### src/rtl/phy_seq_pkg.sv
package phy_seq_pkg;
  typedef enum logic [2:0] {
    ST_IDLE,
    ST_KICK,
    ST_CFG,
    ST_LOCK,
    ST_STOP,
    ST_READY,
    ST_FAULT
  } seq_state_e;
endpackage

### src/rtl/phy_status_sync.sv
module phy_status_sync #(
  parameter int WIDTH  = 1,
  parameter int STAGES = 2
) (
  input  logic             clk_i,
  input  logic             rst_ni,
  input  logic [WIDTH-1:0] d_i,
  output logic [WIDTH-1:0] q_o
);
  logic [WIDTH-1:0] stage_q [STAGES];

  always_ff @(posedge clk_i or negedge rst_ni) begin
    if (!rst_ni) begin
      for (int s = 0; s < STAGES; s++) stage_q[s] <= '0;
    end else begin
      stage_q[0] <= d_i;
      for (int s = 1; s < STAGES; s++) stage_q[s] <= stage_q[s-1];
    end
  end

  assign q_o = stage_q[STAGES-1];
endmodule

### src/rtl/phy_wait_timer.sv
module phy_wait_timer #(
  parameter int CNT_W = 16
) (
  input  logic             clk_i,
  input  logic             rst_ni,
  input  logic             run_i,
  input  logic [CNT_W-1:0] limit_i,
  output logic             expired_o
);
  logic [CNT_W-1:0] cnt_q;

  // cleared whenever its wait state is not active
  always_ff @(posedge clk_i or negedge rst_ni) begin
    if (!rst_ni)              cnt_q <= '0;
    else if (!run_i)          cnt_q <= '0;
    else if (cnt_q != '1)     cnt_q <= cnt_q + 1'b1;
  end

  assign expired_o = run_i && (cnt_q >= limit_i);
endmodule

### src/rtl/phy_bringup_seq.sv
module phy_bringup_seq
  import phy_seq_pkg::*;
#(
  parameter int NUM_LANES   = 4,
  parameter int TMO_W       = 16,
  parameter int ESC_W       = 8,
  parameter int ESC_DIV     = 9,
  parameter int SYNC_STAGES = 2
) (
  input  logic                 clk_i,
  input  logic                 rst_ni,
  input  logic                 start_i,
  input  logic                 cfg_done_i,
  input  logic [TMO_W-1:0]     lock_limit_i,
  input  logic [TMO_W-1:0]     stop_limit_i,
  input  logic                 pll_lock_i,
  input  logic [NUM_LANES-1:0] lane_stop_i,
  output logic                 phy_shutdown_no,
  output logic                 phy_rst_no,
  output logic [1:0]           lane_cnt_o,
  output logic [ESC_W-1:0]     esc_div_o,
  output logic                 cfg_start_o,
  output logic                 ready_o,
  output logic                 error_o
);
  localparam int LANE_W = 2;
  localparam logic [LANE_W-1:0] LANE_VAL = LANE_W'(NUM_LANES - 1);
  localparam logic [ESC_W-1:0]  DIV_VAL  = ESC_W'(ESC_DIV);

  seq_state_e state_q, state_d;
  logic [NUM_LANES-1:0] lane_stop_s;
  logic lock_s, all_stop_s;
  logic lock_exp, stop_exp;
  logic load_cfg;
  logic [LANE_W-1:0] lane_cnt_q;
  logic [ESC_W-1:0]  esc_div_q;

  phy_status_sync #(.WIDTH(1), .STAGES(SYNC_STAGES)) u_lock_sync (
    .clk_i (clk_i),
    .rst_ni(rst_ni),
    .d_i   (pll_lock_i),
    .q_o   (lock_s)
  );

  phy_status_sync #(.WIDTH(NUM_LANES), .STAGES(SYNC_STAGES)) u_stop_sync (
    .clk_i (clk_i),
    .rst_ni(rst_ni),
    .d_i   (lane_stop_i),
    .q_o   (lane_stop_s)
  );

  assign all_stop_s = &lane_stop_s;

  phy_wait_timer #(.CNT_W(TMO_W)) u_lock_tmr (
    .clk_i    (clk_i),
    .rst_ni   (rst_ni),
    .run_i    (state_q == ST_LOCK),
    .limit_i  (lock_limit_i),
    .expired_o(lock_exp)
  );

  phy_wait_timer #(.CNT_W(TMO_W)) u_stop_tmr (
    .clk_i    (clk_i),
    .rst_ni   (rst_ni),
    .run_i    (state_q == ST_STOP),
    .limit_i  (stop_limit_i),
    .expired_o(stop_exp)
  );

  always_comb begin
    state_d  = state_q;
    load_cfg = 1'b0;
    unique case (state_q)
      ST_IDLE, ST_READY, ST_FAULT: begin
        if (start_i) begin
          state_d  = ST_KICK;
          load_cfg = 1'b1;
        end
      end
      ST_KICK: state_d = ST_CFG;
      ST_CFG:  if (cfg_done_i) state_d = ST_LOCK;
      // status has priority over an expiring counter
      ST_LOCK: begin
        if (lock_s)        state_d = ST_STOP;
        else if (lock_exp) state_d = ST_FAULT;
      end
      ST_STOP: begin
        if (all_stop_s)    state_d = ST_READY;
        else if (stop_exp) state_d = ST_FAULT;
      end
      default: state_d = ST_IDLE;
    endcase
  end

  always_ff @(posedge clk_i or negedge rst_ni) begin
    if (!rst_ni) begin
      state_q    <= ST_IDLE;
      lane_cnt_q <= '0;
      esc_div_q  <= '0;
    end else begin
      state_q <= state_d;
      if (load_cfg) begin
        lane_cnt_q <= LANE_VAL;
        esc_div_q  <= DIV_VAL;
      end
    end
  end

  logic phy_on;
  assign phy_on          = (state_q == ST_LOCK) || (state_q == ST_STOP) || (state_q == ST_READY);
  assign phy_shutdown_no = phy_on;
  assign phy_rst_no      = phy_on;
  assign cfg_start_o     = (state_q == ST_KICK);
  assign ready_o         = (state_q == ST_READY);
  assign error_o         = (state_q == ST_FAULT);
  assign lane_cnt_o      = lane_cnt_q;
  assign esc_div_o       = esc_div_q;
endmodule

### config.mk
export PLATFORM = sky130hd
export DESIGN_NAME = phy_bringup_seq
export DESIGN_NICKNAME = d
export VERILOG_FILES = /design/src/rtl/phy_seq_pkg.sv /design/src/rtl/phy_status_sync.sv /design/src/rtl/phy_wait_timer.sv /design/src/rtl/phy_bringup_seq.sv
export SDC_FILE = /design/constraint.sdc
export NUM_CORES = 1
export LEC_CHECK = 0
export ABC_CLOCK_PERIOD_IN_PS = 5700
export BUFFER_PORTS_ARGS = -buffer_cell sky130_fd_sc_hd__clkbuf_2
export CORE_MARGIN = 4
export CORE_UTILIZATION = 60
export CTS_BUF_LIST = sky130_fd_sc_hd__clkbuf_4 sky130_fd_sc_hd__clkbuf_8 sky130_fd_sc_hd__clkbuf_16
export DETAILED_ROUTE_END_ITERATION = 12
export PLACE_DENSITY = 0.95
export SYNTH_ARGS = -nofsm -noshare
export SYNTH_HDL_FRONTEND = slang
export SYNTH_SLANG_ARGS = --single-unit
### constraint.sdc
create_clock -name clk_i -period 5.7 [get_ports clk_i]
set_clock_uncertainty 0.2 [all_clocks]
set_input_delay 1.14 -clock clk_i [delete_from_list [all_inputs] [get_ports clk_i]]
set_output_delay 1.14 -clock clk_i [all_outputs]
set_load 0.02 [all_outputs]
==> qor.yml <==
sw_frac_of_total_pct: 32.7
cts-root-buf: "clkbuf_8"
num_vias: 2491
grtUsageTotal_pct: 20.3
postCtsHoldBufs: 0
cts_tree: "done"
syn_area_sq_um: 3080
critPathSlowestCell: "a2111oi_0"
drt_iter0_drc: 135
synth_xor_area_share_pct: 6.25
grt_max_degree: 47
worst_hold_path_type: "reg -> reg"
yosys.area_share.simple_pct: 21.6
wirelength_um: 5920
post_cts_buffers: 0
status: "complete, no violations"
finalHoldViolCount: 0
arrival_ns: 2.97
yosys_warnings: 0
grt_pass1_vias: 2482
cp_top_family: "compound AO/OA/AOI/OAI gates"
synth_cell_types: 46
path_clk_slew_ns: 0.09
start_util_pct: 63.6
ios: 56
intPower_mw: 0.587
port_buffers: 49
synth_top_flop_cell: "dfrtp_1"
clock_latency_ns: 0.30
htreeDepth: 2
die_w_um: 79.7
final_cell_mix: "49 x clkbuf_2, 46 x dfrtp_1, 39 x nor2_1, 36 x inv_1, 34 x ha_1"
antenna_found_initial: 0
drive_above_1_share_pct: 18.4
yosys.area_share.adder_pct: 13.8
setup_viol_count_final: 0
combPwrFrac_pct: 28.0
syn_to_final_growth_pct: 11.5
diodes: 0
crit_buf_inv: 2
fp-row-count: 25
synth.mux.area_fraction_pct: 1.62
synthArstFlopShare_pct: 100
fmax_mhz: 335
crit_type: "in -> reg"
numCtsBuffers: 5
post-dp-hpwl_um: 4540
rsz0062_at_grt: "no"
maxCapViolations: 0
multi_input_area_sq_um: 1700
drc_errors: 0
worstPathCellList: "clkbuf_2, inv_1, ha_1, a21oi_1, o21ai_1, a2111oi_0, a211oi_1, o211ai_2, mux2_4"
synth_edf_count: 0
relSlewSlack_pct: 59.2
peakVddDrop_mv: 0.284
dieArea_sq_um: 6350
num-fill-cells: 353
grt_pass1_wl_um: 10400
ys_ff_latch: 46
finalMaxSlewViolations: 0
syn-instance-count: 333
synth_compound_area_share_pct: 11.1
pwr-share-seq_pct: 44.2
viasPerCell: 5.57
min_period_over_period_pct: 52.4
synth.avg_cell_area_sq_um: 9.26
final_common_cell: "clkbuf_2"
power_density_nw_per_um2: 254
clockBufferDepth: 2
clkSinkCount: 46
worstPathRequired_ns: 5.69
worstSetupStartpointType: "input port"
cts_resized: 0
power.leakage_nw: 1.72
regArea_sq_um: 1150
synth-seq-area-share_pct: 37.3
fin_nets: 454
place.gp.congestion: 0.837
worstMarginPinSlew_ns: 0.611
finalPower_mw: 0.873
gr-total-overflow: 0
p_clk_share_pct: 27.8
core_sq_um: 4850
crit_path_end_kind: "flop"
synth_top_family_by_area: "simple AND/OR/NAND/NOR gates"
worstPathMaxFanout: 2
routedWlPerCell_um: 13.2
drtAntennaViolNets: 0
die_h_um: 79.7
fin_setup_tns_ns: 0
min_period_ns: 2.99
crit_path_max_incr_delay_ns: 0.40
dr.pass1.iters: 4
p_switching_mw: 0.286
## flip-flops by register name, indices dropped and copies added (netlist names)
register             cells
u_stop_tmr.cnt_q        16
u_stop_sync.stage_q      4
state_q                  3
u_lock_tmr.cnt_q        16
u_stop_sync.q_o          4
u_lock_sync.q_o          1
esc_div_o                1
u_lock_sync.stage_q      1
## worst reg2reg max path, delay by kind of cell, from the launching register on
kind | cells | cell delay, ns
AO/OA/AOI/OAI | 5 | 1.10
multiplexers | 1 | 0.32
adder cells (fa/ha/maj) | 1 | 0.32
flip-flops | 1 | 0.44
## cell families after synthesis
logic type               after synthesis
XOR/XNOR                              22
multiplexers                           4
AND/OR/NAND/NOR                      128
other                                  1
adder cells (fa/ha/maj)               34
AO/OA/AOI/OAI                         46
buffers and inverters                 52
flip-flops                            46
## worst paths after layout
path / start / to / slack, ns / cells after the start
worst min register to register: u_stop_sync.stage_q[4]$_DFF_PN0_ / u_stop_sync.q_o[0]$_DFF_PN0_ / 0.16 / 0
min in group asynchronous: rst_ni / esc_div_o[0]$_DFFE_PN0P_ / 0.71 / 2
worst max-delay path: stop_limit_i[9] / state_q[1]$_DFFE_PN0P_ / 2.71 / 9
max in group asynchronous: rst_ni / u_stop_sync.q_o[2]$_DFF_PN0_ / 4.20 / 2
worst min-delay path: u_stop_sync.stage_q[4]$_DFF_PN0_ / u_stop_sync.q_o[0]$_DFF_PN0_ / 0.16 / 0
worst max register to register: u_stop_tmr.cnt_q[9]$_DFFE_PN0P_ / state_q[1]$_DFFE_PN0P_ / 3.20 / 7
## Yosys cell counts (all sizes together), types with 3 or more instances
master   count  area [sq um]
dfrtp       46          1150
nor2        39           146
inv         36           135
ha          34           425
nand2       23          86.3
a21oi       17          85.1
nand4       15          93.8
buf         14           108
nand3       14          70.1
nor3        12          81.3
xor2        12           105
xnor2       10          87.6
nand2b       7          51.3
a31oi        6          37.5
nor2b        6          37.5
o21ai        5          25.0
a2111oi      4          78.8
a211o        3          26.3
a211oi       3          22.5
and3         3          18.8
## final cells by class
type	count	share of cell area, %
Timing Repair Buffer	50	7.35
Clock buffer	5	2.00
Sequential cell	46	33.5
Multi-Input combinational cell	240	49.5
Tap cell	67	2.44
Inverter	36	3.93
Clock inverter	3	1.31
## through the flow
stage          hold slack (ns)  instances  cell area, sq um  util, %  setup WS [ns]
3_3_place_gp             0.133        439              3320     68.5           2.51
4_1_cts                  0.156        447              3440     70.9           2.71
3_5_place_dp             0.135        439              3320     68.5           2.38
5_1_grt                  0.163        447              3440     70.9           2.52
2_1_floorplan            0.131        338              3100        -           2.68
6_report                 0.155        447              3440     70.9           2.71
## power groups by stage
stage | clock network (mW) | logic [mW] | registers, mW
after global placement | 0 | 0.234 | 0.389
after floorplan | 0 | 0.226 | 0.364
after CTS | 0.246 | 0.248 | 0.385
final | 0.243 | 0.245 | 0.386
after detailed placement | 0 | 0.246 | 0.391
after global routing | 0.260 | 0.277 | 0.391
## per-layer routing
layer  track usage [%]  vias up  part of all wire (%)
met3              3.50       10                   5.9
met5                 0        -                     0
li1                  -     1225                     -
met4              6.36        0                   1.3
met1              26.3     1177                    43
met2              34.3       79                    50
No activity file was read; power rests on OpenSTA's default activity.
